==> src/rtl/acg_pkg.sv <==
package acg_pkg;

   // Rounded fractional step for a phase accumulator of width w.
   function automatic logic [63:0] calc_incr(input longint unsigned sys_hz,
                                             input longint unsigned out_hz,
                                             input int unsigned     w);
      longint unsigned num;
      num = (out_hz << w) + (sys_hz / 2);
      return num / sys_hz;
   endfunction

   function automatic bit is_pow2(input int unsigned v);
      return (v != 0) && ((v & (v - 1)) == 0);
   endfunction

endpackage

==> src/rtl/acg_phase_acc.sv <==
module acg_phase_acc #(
   parameter int unsigned           ACC_W = 32,
   parameter logic [ACC_W-1:0]      STEP  = '0
) (
   input  logic clk,
   input  logic rst,
   output logic tone
);

   logic [ACC_W-1:0] phase_q;

   always_ff @(posedge clk) begin
      if (rst) phase_q <= '0;
      else     phase_q <= phase_q + STEP;
   end

   assign tone = phase_q[ACC_W-1];

endmodule

==> src/rtl/acg_rise_det.sv <==
module acg_rise_det (
   input  logic clk,
   input  logic rst,
   input  logic sig,
   output logic rise
);

   logic sig_q;

   always_ff @(posedge clk) begin
      if (rst) sig_q <= 1'b0;
      else     sig_q <= sig;
   end

   assign rise = sig & ~sig_q;

endmodule

==> src/rtl/acg_div_counter.sv <==
module acg_div_counter #(
   parameter int unsigned CNT_W   = 8,
   parameter int unsigned SLOW_B  = 1,
   parameter int unsigned FRAME_B = 7
) (
   input  logic clk,
   input  logic rst,
   input  logic adv,
   output logic slow_clk,
   output logic frame_clk,
   output logic slow_rise,
   output logic frame_tgl
);

   logic [CNT_W-1:0] cnt_q;
   logic [CNT_W-1:0] cnt_nxt;
   logic             rise_q;
   logic             tgl_q;

   assign cnt_nxt = cnt_q + CNT_W'(1);

   always_ff @(posedge clk) begin
      if (rst) begin
         cnt_q  <= '0;
         rise_q <= 1'b0;
         tgl_q  <= 1'b0;
      end else begin
         rise_q <= adv & ~cnt_q[SLOW_B] & cnt_nxt[SLOW_B];
         tgl_q  <= adv & (cnt_q[FRAME_B] ^ cnt_nxt[FRAME_B]);
         if (adv) cnt_q <= cnt_nxt;
      end
   end

   assign slow_clk  = cnt_q[SLOW_B];
   assign frame_clk = cnt_q[FRAME_B];
   assign slow_rise = rise_q;
   assign frame_tgl = tgl_q;

endmodule

==> src/rtl/audio_clk_gen.sv <==
module audio_clk_gen #(
   parameter longint unsigned SYS_HZ    = 25_000_000,
   parameter longint unsigned MCLK_HZ   = 12_288_000,
   parameter int unsigned     ACC_W     = 32,
   parameter int unsigned     BCLK_DIV  = 4,
   parameter int unsigned     FRAME_DIV = 256
) (
   input  logic clk_sys,
   input  logic rst_sys,
   output logic mclk_o,
   output logic bclk_o,
   output logic lrclk_o,
   output logic bclk_rise_o,
   output logic lrclk_tgl_o
);

   import acg_pkg::*;

   localparam logic [63:0]      INC_FULL = calc_incr(SYS_HZ, MCLK_HZ, ACC_W);
   localparam logic [ACC_W-1:0] INC      = INC_FULL[ACC_W-1:0];
   localparam int unsigned      CNT_W    = $clog2(FRAME_DIV);
   localparam int unsigned      SLOW_B   = $clog2(BCLK_DIV) - 1;
   localparam int unsigned      FRAME_B  = CNT_W - 1;

   generate
      if (ACC_W < 8 || ACC_W > 48) begin : g_bad_acc
         $error("accumulator width out of range");
      end
      if (MCLK_HZ * 2 >= SYS_HZ) begin : g_bad_ratio
         $error("master clock must be below half the system clock");
      end
      if (!is_pow2(BCLK_DIV) || BCLK_DIV < 2) begin : g_bad_bdiv
         $error("bit clock divider must be a power of two >= 2");
      end
      if (!is_pow2(FRAME_DIV) || FRAME_DIV <= BCLK_DIV) begin : g_bad_fdiv
         $error("frame divider must be a power of two above the bit divider");
      end
   endgenerate

   logic mclk;
   logic mrise;

   acg_phase_acc #(
      .ACC_W (ACC_W),
      .STEP  (INC)
   ) i_acc (
      .clk  (clk_sys),
      .rst  (rst_sys),
      .tone (mclk)
   );

   acg_rise_det i_rise (
      .clk  (clk_sys),
      .rst  (rst_sys),
      .sig  (mclk),
      .rise (mrise)
   );

   acg_div_counter #(
      .CNT_W   (CNT_W),
      .SLOW_B  (SLOW_B),
      .FRAME_B (FRAME_B)
   ) i_div (
      .clk       (clk_sys),
      .rst       (rst_sys),
      .adv       (mrise),
      .slow_clk  (bclk_o),
      .frame_clk (lrclk_o),
      .slow_rise (bclk_rise_o),
      .frame_tgl (lrclk_tgl_o)
   );

   assign mclk_o = mclk;

endmodule

==> config.mk <==
export PLATFORM = sky130hd
export DESIGN_NAME = audio_clk_gen
export DESIGN_NICKNAME = d
export VERILOG_FILES = /design/src/rtl/acg_pkg.sv /design/src/rtl/acg_phase_acc.sv /design/src/rtl/acg_rise_det.sv /design/src/rtl/acg_div_counter.sv /design/src/rtl/audio_clk_gen.sv
export SDC_FILE = /design/constraint.sdc
export NUM_CORES = 1
export LEC_CHECK = 0
export ABC_AREA = 1
export BUFFER_PORTS_ARGS = -buffer_cell sky130_fd_sc_hd__buf_2
export CORE_ASPECT_RATIO = 1.75
export CORE_MARGIN = 1
export CORE_UTILIZATION = 55
export DETAILED_ROUTE_END_ITERATION = 7
export PLACE_DENSITY_LB_ADDON = 0.1
export SLEW_MARGIN = 40
export SYNTH_ARGS = -nofsm -noshare
export SYNTH_HDL_FRONTEND = slang
export SYNTH_HIERARCHICAL = 1
export SYNTH_SLANG_ARGS = --single-unit
export TNS_END_PERCENT = 30
==> constraint.sdc <==
create_clock -name clk_sys -period 1.43 [get_ports clk_sys]
set_input_delay 0.0715 -clock clk_sys [delete_from_list [all_inputs] [get_ports clk_sys]]
set_output_delay 0.0715 -clock clk_sys [all_outputs]
set_load 0.05 [all_outputs]
## Word level (Yosys, flattened, before mapping)

Index checks and enable logic that the tools add are counted.

| cells by class | value |
|---|---|
| $add $sub $neg | 2 |
| bitwise logic cells | 7 |

Operators with widths:

| operator | count |
|---|---|
| adder 32 x 31 -> 32 bit (second input constant) | 1 |
| adder 8 x 1 -> 8 bit (second input constant) | 1 |
| bitwise AND 1 bit | 4 |
| NOT 1 bit | 2 |
| bitwise XOR 1 bit | 1 |

| word-level totals | value |
|---|---|
| register bits | 43 |
| input port bits | 2 |
| output and inout bits | 5 |
| logic and storage cells | 14 |

## Longest topological paths before layout

Gate-level depths: netlist of the first run.

| depth | value |
|---|---|
| depth in word-level cells | 4 |
| depth in mapped cells | 12 |
| mapped depth without buffers | 12 |

## Modules after synthesis

Netlist of the first run, hierarchy kept.

Modules (own cells, without submodules):

| module | times used | cells each | area an instance (um^2) | seq. area each (um^2) |
|---|---|---|---|---|
| acg_phase_acc | 1 | 351 | 2064.5 | 640.6 |
| acg_div_counter | 1 | 58 | 424.2 | 200.2 |
| acg_rise_det | 1 | 4 | 31.3 | 20.0 |

## Worst setup path before layout of the first run

No wires, ideal clock.

| path | value |
|---|---|
| path type | reg-to-reg |
| start point | register i_acc.phase_q[31] |
| end point | register i_div.cnt_q[7] |
| library setup time | 0.115 ns |
| arrival time | 1.478 ns |
| data required time | 1.315 ns |
| setup slack | -0.163 ns |
| cell stages (with the launch flop) | 8 |
| buffers on the path | 0 |
| period minus slack after synthesis | 1.593 ns |
| cells stage by stage | dfxtp_1 inv_1 nor2_1 nand2_2 nor2_4 nand3_1 nand2_1 nor2_1 |

| between the ends | value |
|---|---|
| longest elaborated chain between the ends | 1 |

Ends and longest elaborated chain:

| item | RTL line | source |
|---|---|---|
| from (decl) | acg_phase_acc.sv:10 | `logic [ACC_W-1:0] phase_q;` |
| from (signal assigned) | acg_phase_acc.sv:14 | `else phase_q <= phase_q + STEP;` |
| bitwise AND 1 bit | acg_rise_det.sv:15 | `assign rise = sig & ~sig_q;` |
| named net mrise | audio_clk_gen.sv:41 | `logic mrise;` |
| to (signal assigned) | acg_div_counter.sv:30 | `if (adv) cnt_q <= cnt_nxt;` |
| to (decl) | acg_div_counter.sv:15 | `logic [CNT_W-1:0] cnt_q;` |

The timed path passes the listed nets, and every way through them passes these cells.
A chain may end at the register's enable or synchronous reset.

## Worst setup path after layout of the first run

| path | value |
|---|---|
| start point | register i_acc.phase_q[0] |
| end point | register i_acc.phase_q[10] |

| between the ends | value |
|---|---|
| longest elaborated chain between the ends | 1 |

Ends and longest elaborated chain:

| item | RTL line |
|---|---|
| adder 32 x 31 -> 32 bit | acg_phase_acc.sv:14 |

Every way passes these cells.

==> run metrics, run 1 <==
Placed Cells=478; synthesized area=2520 um2; DRT Pass-1 Iters=4; first-pass GRT wire length=10,200 um; Worst Path Class, Setup=flip-flop to flip-flop; Hold WS=160 ps; R2R Setup Slk=40 ps; total power draw=3.34 mW; worst skew pair latency=300 ps; drt drc=0; Max Fanout on Critical Path=6; Top Ports=7; Clk pwr share=0.288; TritonCTS Buffers=5; # setup viols final=0; CP delay by family, top=simple AND/OR/NAND/NOR gates; max-cap violation count=0; status=complete, no violations; Placer Congestion=0.950; ANT nets after route=0; clock sink count=43; vias in the first global route=2,440; max_slew headroom=0.629; number of diodes=0; Final period util=0.974; drt total wl=6260 um; FMAX=718 MHz; Total GRT Usage=0.283; sequential share of power=0.449; WL/cell=12.8 um; Buf/Inv on CP=2; Register Area=882 um2; largest net degree at the start of global routing=16; CP cell instances=ha_2 -> inv_1 -> nand2_1 -> nand2_2 -> nand2_4 -> nand2_2 -> nand2_4 -> buf_4 -> o21ai_0 -> a21oi_1; Synth cell types=27; post-layout util=0.676; Initial Util=0.572; core box area=4400 um2; final worst slack=37.0 ps; sequential fraction of the synthesis area=0.342; layout net count=441; Sw Pwr=1.16 mW; Max VDD drop=966 uV; post-route insts no fill=489; Switching Fraction=0.346; CTS tree=done; Synth Register Bits=43; Pint=2.19 mW; DP Area=2680 um2; fillers=440; Final Max Tran Viols=0; Mapped Cells=413; Pwr Density=1120 nW/um2; Design Area, Final=2980 um2; Combinational Power Share=0.263; Worst Skew=9.33 ps; WP data required=1630 ps; clock slew at the register clock pins of the worst setup and hold paths=90 ps; HPWL Detailed=4720 um; routed vias=2,556; chip height=91.5 um; Pleak=1.29 nW; Buffers on Ports=6; Max clock buf depth=2; CP max-delay cell=dfxtp_2; actual slew at the worst max-slew pin=556 ps; multi-input logic area=1570 um2; CTS root buf=clkbuf_8; Vias/cell=5.23; Setup WS pre-CTS=-36.0 ps; Hold Crit Class=input port to flip-flop; crit path DAT=1590 ps; Tmin final=1390 ps; Iter 0 DRT Violations=39; Area growth, synth to finish=18.2%; Final Hold Viols=0; CP Capture Type=flip-flop; initial antenna violation count=0; overflow left after global routing=0; Post-Syn Nets=417; layout cells sized above 1=0.276; RSZ-0062 raised after global routing=yes; Post-CTS Hold Buffers=0; Die Wd=53.2 um; Largest stage delay, worst path=330 ps; H-tree lvl count=2; Startpoint Class=flip-flop; Final TNS setup=0 ps; FP Rows=32; die area=4870 um2; Synth Area per Inst=6.10 um2; synth warn=6
-- flip-flops by register name, indices dropped and copies added, names as in the netlist --
| signal | flops |
|---|---|
| i_acc/phase_q | 32 |
| i_div/cnt_q | 8 |
| i_div/frame_tgl | 1 |
| i_div/slow_rise | 1 |
| i_rise/sig_q | 1 |
-- cell type report --
class / count / area share
inverter: 56 / 0.0706
tap: 51 / 0.0214
sequential: 43 / 0.296
timing repair buffer: 21 / 0.0479
multi-input combinational: 310 / 0.526
clock inverter: 3 / 0.0147
clock buffer: 5 / 0.0231
-- synth_stat cells --
master / number / area, um2
buf_4: 1 / 7.51
inv_2: 10 / 37.5
clkbuf_1: 1 / 3.75
buf_2: 1 / 5.00
o21ai_0: 13 / 65.1
nand2_1: 120 / 450
nand3_1: 25 / 125
nor2_1: 73 / 274
nor2b_1: 1 / 6.26
nor3_1: 2 / 10.0
nand2_2: 11 / 68.8
nor2_4: 3 / 33.8
o21a_1: 1 / 7.51
nor2_2: 8 / 50.1
o21ai_2: 1 / 8.76
nor3_2: 3 / 30.0
a21oi_2: 3 / 26.3
buf_6: 1 / 11.3
nand3_2: 1 / 10.0
xnor2_1: 2 / 17.5
dfxtp_1: 43 / 861
ha_1: 2 / 25.0
o21ai_1: 2 / 10.0
a21oi_1: 33 / 165
nand4_1: 5 / 31.3
inv_1: 46 / 173
and2_1: 1 / 6.26
-- final timing paths --
kind	startpoint	endpoint	cells past startpoint
worst min register to register	i_acc/phase_q[2]	i_acc/phase_q[2]	2
worst max register to register	i_acc/phase_q[0]	i_acc/phase_q[10]	10
worst max-delay path	i_acc/phase_q[0]	i_acc/phase_q[10]	10
worst min-delay path	rst_sys	i_acc/phase_q[0]	3
-- routing by layer --
metal	routed length [um]	up-vias	share of wire	global-route usage
li1	-	1335	-	-
met1	2380	1162	0.38	0.266
met2	3540	43	0.56	0.552
met3	124	16	0.020	0.0469
met4	225	0	0.036	0.116
met5	0	-	0	0
-- what timing repair did --
action,CTS,global route
hold endpoints to repair,0,0
pin swaps,0,8
gates cloned,0,0
resized for setup,2,58
setup endpoints to repair,6,28
buffers inserted,0,3
-- worst min-delay path: stages --
cell and delay [ps]:
buf_2 90, buf_4 210, nor2_1 50
-- cells by family (layout without fill, tap and decap cells) --
family	Yosys count	in the layout	share of synthesized area
xor+xnor	2	2	0.00695
fa+ha+maj	2	2	0.00993
simple gates	253	253	0.435
flops	43	43	0.342
compound gates	53	53	0.112
buf+inv	60	85	0.0943
-- power groups by stage --
stage	logic [mW]	clock network [mW]	registers [mW]
after global routing	0.990	1.04	1.52
after detailed placement	0.792	0	1.51
after global placement	0.777	0	1.51
final	0.879	0.962	1.50
after CTS	0.798	0.985	1.48
after floorplan	0.540	0	1.53
-- cell usage in the layout, fill, tap and decap left out, types with 2 or more instances in the layout --
master | netlist | final
o21ai_1 | 2 | 3
nand2_1 | 120 | 107
nor2_2 | 8 | 15
nand4_1 | 5 | 5
clkbuf_8 | 0 | 5
a21oi_1 | 33 | 27
nor3_1 | 2 | 2
nand3_1 | 25 | 21
buf_2 | 1 | 6
nand2_2 | 11 | 20
nand2_4 | 0 | 4
nor2_1 | 73 | 62
dfxtp_2 | 0 | 17
xnor2_1 | 2 | 2
inv_2 | 10 | 10
nor3_2 | 3 | 3
inv_1 | 46 | 46
nor2_4 | 3 | 7
nand3_2 | 1 | 5
o21ai_0 | 13 | 12
buf_4 | 1 | 15
dfxtp_1 | 43 | 26
a21oi_2 | 3 | 9
No activity file was read; power rests on OpenSTA's default activity.
==> inputs of run 2 (changes only) <==
BUFFER_PORTS_ARGS = unset   (was -buffer_cell sky130_fd_sc_hd__buf_2)
DONT_BUFFER_PORTS = 1   (was unset)
==> run 2 against run 1 <==
  * Non-clock buffer count is the same
  * Clock power shrank 0.7%
  * Die area is the same
  * First-iteration DRC count grew 130%
  * Critical path type unchanged
  * Critical endpoint unchanged
==> run metrics, run 2 (synthesis gave the netlist of run 1 again) <==
max_slew headroom=0.617 (-0.0122); overflow left after global routing=0 (unchanged); Worst Path Class, Setup=flip-flop to flip-flop; CP Capture Point=i_acc/phase_q[10]; drt drc=0 (unchanged); max reg flops=32 (unchanged); Total GRT Usage=0.273 (-0.00950); layout cells sized above 1=0.251 (-0.0251); TritonCTS Buffers=5 (unchanged); Largest stage delay, worst path=340 ps (about the same); HPWL Detailed=4640 um (-1.8%); crit path DAT=1640 ps (+50 ps); CP Capture Type=flip-flop; Final period util=0.985 (+0.0107); status=complete, no violations; H-tree lvl count=2 (unchanged); clock sink count=43 (unchanged); Sw Pwr=1.16 mW (about the same); layout net count=441 (unchanged); core box area=4400 um2 (unchanged); R2R Setup Slk=20 ps (-20 ps); Pwr Density=1130 nW/um2 (+0.75%); Max VDD drop=920 uV (-4.7%); CP max-delay cell=dfxtp_2; worst skew pair latency=290 ps (about the same); die area=4870 um2 (unchanged); WL/cell=12.8 um (-0.43%); total power draw=3.36 mW (+0.58%); Vias/cell=5.25 (+0.39%); Tmin final=1410 ps (+15.4 ps); CP Launch Point=i_acc/phase_q[0]; origin of the critical flop-to-flop path=i_acc/phase_q[0]; Pleak=1.28 nW (-0.34%); most used cell, CP=nand2_2; Worst Skew=4.13 ps (-5.20 ps); RSZ-0062 raised after global routing=yes; Max clock buf depth=2 (unchanged); Final Hold Viols=0 (unchanged); largest net degree at the start of global routing=17 (+1); drt total wl=6240 um (-0.43%); first-pass GRT wire length=9850 um (-3.8%); CP cell instances=ha_4 -> inv_1 -> nand2_1 -> nand2_2 -> nand2_4 -> nand2_2 -> nand2_2 -> buf_4 -> buf_4 -> a21oi_1; Iter 0 DRT Violations=89 (+130%); initial antenna violation count=0 (unchanged); r2r worst-path depth=10 (unchanged); fillers=412 (-6.4%); routed vias=2,566 (+0.39%); vias in the first global route=2,375 (-2.7%); Clk pwr share=0.284 (-0.004); clock slew at the register clock pins of the worst setup and hold paths=90 ps (about the same); Initial Util=0.572 (unchanged); Area growth, synth to finish=18.0%; Reg-to-Reg End=i_acc/phase_q[10]; Final Max Tran Viols=0 (unchanged); ANT nets after route=0 (unchanged); FP Rows=32 (unchanged); actual slew at the worst max-slew pin=573 ps (+17.0 ps); commonest cells after routing, fill and taps aside=nand2_1, nor2_1, inv_1; CTS root buf=clkbuf_8; biggest regs=i_acc/phase_q: 32 flops, i_div/cnt_q: 8 flops; Buffers on Ports=0 (-6); Pint=2.21 mW (+0.88%); Die Wd=53.2 um (unchanged); sequential share of power=0.450 (about the same); most common cell after layout, fill and taps aside=nand2_1; max-cap violation count=0 (unchanged); Max Fanout on Critical Path=6 (unchanged); DRT Pass-1 Iters=4 (unchanged); FMAX=710 MHz (-1.1%); WP data required=1660 ps (+30 ps); Combinational Power Share=0.266 (+0.003); Top Ports=7 (unchanged); Placer Congestion=0.940 (-1.1%); post-layout util=0.675 (-0.00114); Hold Crit Class=input port to flip-flop; Switching Fraction=0.344 (-0.00195); Top reg by flops=i_acc/phase_q; CTS tree=done; Startpoint Class=flip-flop; chip height=91.5 um (unchanged); # setup viols final=0 (unchanged); number of diodes=0 (unchanged)
run 2: worst min path at each step:
stage	from	endpoint	slack (ps)	cells past startpoint
final	rst_sys	i_div/cnt_q[3]	20	3
after global routing	rst_sys	i_div/cnt_q[7]	30	3
after CTS	rst_sys	i_div/cnt_q[3]	10	3
after detailed placement	rst_sys	i_acc/phase_q[0]	140	1
after global placement	rst_sys	i_div/cnt_q[1]	140	1
after floorplan	rst_sys	i_div/cnt_q[1]	140	1
run 2: what timing repair did:
| action | in CTS | in global routing |
|---|---|---|
| hold buffers | 1 | 0 |
| pin swaps | 2 | 9 |
| endpoints found under the hold margin | 12 | 0 |
| gates resized for setup | 7 | 42 |
| buffers inserted | 2 | 3 |
| setup endpoints to repair | 10 | 24 |
run 2: cell type report:
cell class / instances / area, um2 / area share
Sequential cell: 43 / 881 / 0.296
Multi-Input combinational cell: 310 / 1550 / 0.520
Clock buffer: 5 / 68.8 / 0.0231
Timing Repair Buffer: 21 / 160 / 0.0539
Inverter: 56 / 210 / 0.0707
Tap cell: 51 / 63.8 / 0.0215
Clock inverter: 3 / 43.8 / 0.0147
run 2: power groups by stage:
stage / clock (mW) / sequential, mW / combinational, mW
2_1_floorplan: 0 / 1.53 / 0.540
3_3_place_gp: 0 / 1.51 / 0.765
3_5_place_dp: 0 / 1.51 / 0.784
4_1_cts: 0.980 / 1.49 / 0.815
5_1_grt: 1.03 / 1.54 / 0.991
6_report: 0.955 / 1.51 / 0.894
run 2: critical path, delay by kind of cell, from the launching register on:
kind | cells | cell delay, ps
simple gates | 5 | 410
flops | 1 | 340
buf+inv | 3 | 320
fa+ha+maj | 1 | 160
compound gates | 1 | 120
run 2: stage by stage:
stage          area, um2  TNS [ps]  std cells  hold WS (ps)  worst slack [ps]
5_1_grt             2970      -641        489          33.3             -67.2
6_report            2970         0        489          16.0              21.7
2_1_floorplan       2520         0        413           141              13.2
3_3_place_gp        2670         0        475           142              5.53
3_5_place_dp        2670      -239        475           143             -62.1
4_1_cts             2820     -1.60        486          12.3             -1.60
run 2: metal layers:
| layer | part of all wire | wire (um) | vias to the layer above | GRT usage |
|---|---|---|---|---|
| li1 | - | - | 1336 | - |
| met3 | 0.021 | 134 | 14 | 0.0402 |
| met5 | 0 | 0 | - | 0 |
| met1 | 0.38 | 2350 | 1179 | 0.257 |
| met4 | 0.018 | 114 | 0 | 0.110 |
| met2 | 0.58 | 3640 | 37 | 0.538 |
==> inputs of run 3 (changes only) <==
SYNTH_HIERARCHICAL = unset   (was 1)
==> run 3 against run 2 <==
  * Area after synthesis up 1.1%
  * Clock power shrank 1%
  * Total power rose by 0.43%
  * Non-clock buffer count shrank 6
==> run metrics, run 3 <==
HPWL Detailed=4910 um (+5.8%); layout net count=445 (+0.91%); clock slew at the register clock pins of the worst setup and hold paths=80 ps (about the same); origin of the critical flop-to-flop path=i_acc.phase_q[0]; max_slew headroom=0.623 (+0.00636); Final Hold Viols=0 (unchanged); most frequent cells after synthesis=nand2_1, nor2_1, inv_1; CP cell instances=ha_4 -> inv_1 -> nand2_2 -> nand2_2 -> nand2_4 -> nand2_1 -> nand2_2 -> nand3_2 -> nand3_2 -> nand2_1 -> nor2_1; RSZ-0062 raised after global routing=yes; Placer Congestion=0.901 (-4.1%); total power draw=3.38 mW (+0.43%); DP Area=2700 um2 (+1.0%); max reg flops=32 (unchanged); DRT Pass-1 Iters=6 (+2); Reg-to-Reg End=i_acc.phase_q[22]; Post-synth EDFFs=0 (unchanged); Hold Crit Endpoint=i_acc.phase_q[26]; WL/cell=13.2 um (+3.2%); Synth area leader=dfxtp_1; Max clock buf depth=2 (unchanged); FP Rows=32 (unchanged); largest net degree at the start of global routing=18 (+1); clock sink count=43 (unchanged); die area=4920 um2 (+1.1%); Area growth, synth to finish=17.2%; worst hold path cell count=3 (unchanged); Worst Path Class, Setup=flip-flop to flip-flop; Hold Crit Class=input port to flip-flop; FMAX=728 MHz (+2.5%); Synth cell types=26 (-3.7%); Top reg by flops=i_acc.phase_q; initial antenna violation count=0 (unchanged); Die Wd=53.5 um (+0.55%); Initial Util=0.573 (+0.00132); Vias/cell=5.30 (+1.1%); Tmin final=1370 ps (-34.3 ps); worst hold start=rst_sys; crit path DAT=1610 ps (-30 ps); Iter 0 DRT Violations=71 (-20%); Pleak=1.33 nW (+3.9%); Worst Skew=6.13 ps (+2.00 ps); H-tree lvl count=2 (unchanged); Largest stage delay, worst path=370 ps (+30 ps); Final period util=0.961 (-0.0240); most used cell, CP=nand2_2; worst skew pair latency=300 ps (about the same); Total GRT Usage=0.290 (+0.0165); Synth Register Bits=43 (unchanged); drt total wl=6470 um (+3.8%); Max Fanout on Critical Path=7 (+1); Main synth FF type=dfxtp_1; max-cap violation count=0 (unchanged); WP data required=1670 ps (about the same); number of diodes=0 (unchanged); Startpoint Class=flip-flop; most common cell after layout, fill and taps aside=nand2_1; commonest cells after routing, fill and taps aside=nand2_1, nor2_1, inv_1; layout cells sized above 1=0.229 (-0.0221); routed vias=2,610 (+1.7%); overflow left after global routing=0 (unchanged); biggest regs=i_acc.phase_q: 32 flops, i_div.cnt_q: 8 flops; sequential fraction of the synthesis area=0.338 (-0.00386); Mapped Cells=423 (+2.4%); CP Capture Type=flip-flop; Buffers on Ports=0 (unchanged); top-area cell type share of the netlist area=0.338 (-0.00386); Pwr Density=1130 nW/um2 (about the same); largest cells by area after synthesis=dfxtp_1, nand2_1, nor2_1, inv_1, a21oi_1; # setup viols final=0 (unchanged); Top Ports=7 (unchanged); Final Max Tran Viols=0 (unchanged); CTS tree=done; Max VDD drop=829 uV (-9.9%); fraction of registers with async set/reset=0 (unchanged); CTS root buf=clkbuf_8; status=complete, no violations; actual slew at the worst max-slew pin=563 ps (-9.51 ps); Synth Area per Inst=6.03 um2 (-1.2%); core box area=4440 um2 (+0.91%); vias in the first global route=2,419 (+1.9%); Design Area, Final=2990 um2 (+0.51%); r2r worst-path depth=11 (+1); chip height=92.1 um (+0.56%); ANT nets after route=0 (unchanged); cell with the most instances after synthesis=nand2_1; CP max-delay cell=dfxtp_4; Post-Syn Nets=427 (+2.4%); TritonCTS Buffers=5 (unchanged); R2R Setup Slk=60 ps (+30 ps); first-pass GRT wire length=10,400 um (+5.6%); synthesized area=2550 um2 (+1.1%); drt drc=0 (unchanged); synth warn=0 (-6)
==> run 3: cell types whose count changed in the layout (fill, tap and decap cells not counted), moves of 3 or more <==
cell     previous run  this run
inv_1              46        55
buf_4              20        13
nor2_2             14         7
nand2_2            19        25
dfxtp_1            29        24
nand2_1           109       104
nor2_1             64        69
dfxtp_2            13        17
inv_2              10         6
nor2_4              6        10
o21a_1              1         4
==> run 3: worst max-delay path, delay by kind of cell, from the launching register on <==
kind	cells	cell delay (ps)
and+or+nand+nor	9	770
DFF	1	370
adders and majority gates	1	130
buffers and inverters	1	40
==> run 3: cell families (layout without fill, tap and decap cells) <==
group           count (synthesis)  after routing  synth area share
compound gates                 55             55             0.112
xor+xnor                        1              1           0.00344
fa+ha+maj                       2              2           0.00982
buf+inv                        66             84             0.102
flops                          43             43             0.338
simple gates                  256            256             0.434
==> run 3: through the flow <==
| stage | utilization | setup slack [ps] | std cells | hold slack, ps | TNS (ps) |
|---|---|---|---|---|---|
| after detailed placement | 0.607 | -90.7 | 483 | 139 | -345 |
| after CTS | 0.638 | -8.43 | 491 | 163 | -8.43 |
| after global routing | 0.672 | -67.9 | 492 | 189 | -272 |
| final | 0.672 | 55.9 | 492 | 163 | 0 |
| after global placement | 0.607 | -5.48 | 483 | 137 | -12.9 |
| after floorplan | - | 55.7 | 423 | 310 | 0 |
==> run 3: what timing repair did <==
| action | in CTS | in global routing |
|---|---|---|
| resized for setup | 7 | 54 |
| hold buffers | 1 | 0 |
| pin swaps | 1 | 6 |
| hold endpoints to repair | 15 | 0 |
| endpoints found under the setup margin | 9 | 20 |
| setup buffers | 0 | 1 |
==> run 3: layout make-up <==
type	count	area, um2
sequential	43	890
fill	420	1460
inverter	62	233
multi-input combinational	314	1570
timing repair buffer	15	128
tap	51	63.8
clock buffer	5	68.8
clock inverter	2	37.5
==> run 3: worst max-delay path by stage <==
stage | startpoint | to | slack, ps | depth (start not counted)
floorplan | i_acc.phase_q[31] | i_div.cnt_q[7] | 60 | 9
global placement | i_acc.phase_q[0] | i_acc.phase_q[18] | -5 | 10
detailed placement | i_acc.phase_q[0] | i_acc.phase_q[22] | -90 | 10
CTS | i_acc.phase_q[22] | i_acc.phase_q[27] | -8 | 10
global route | i_acc.phase_q[0] | i_acc.phase_q[22] | -70 | 11
finish | i_acc.phase_q[0] | i_acc.phase_q[22] | 60 | 11
==> run 3: power by group <==
| part | internal, mW | switching [mW] |
|---|---|---|
| Clock | 0.511 | 0.430 |
| Sequential | 1.35 | 0.178 |
| Combinational | 0.331 | 0.579 |
| Total | 2.19 | 1.19 |
==> run 3: layer usage <==
layer	vias up	track usage	share of wire
li1	1361	-	-
met1	1179	0.287	0.38
met2	47	0.525	0.54
met3	23	0.0498	0.025
met4	0	0.167	0.050
met5	-	0	0
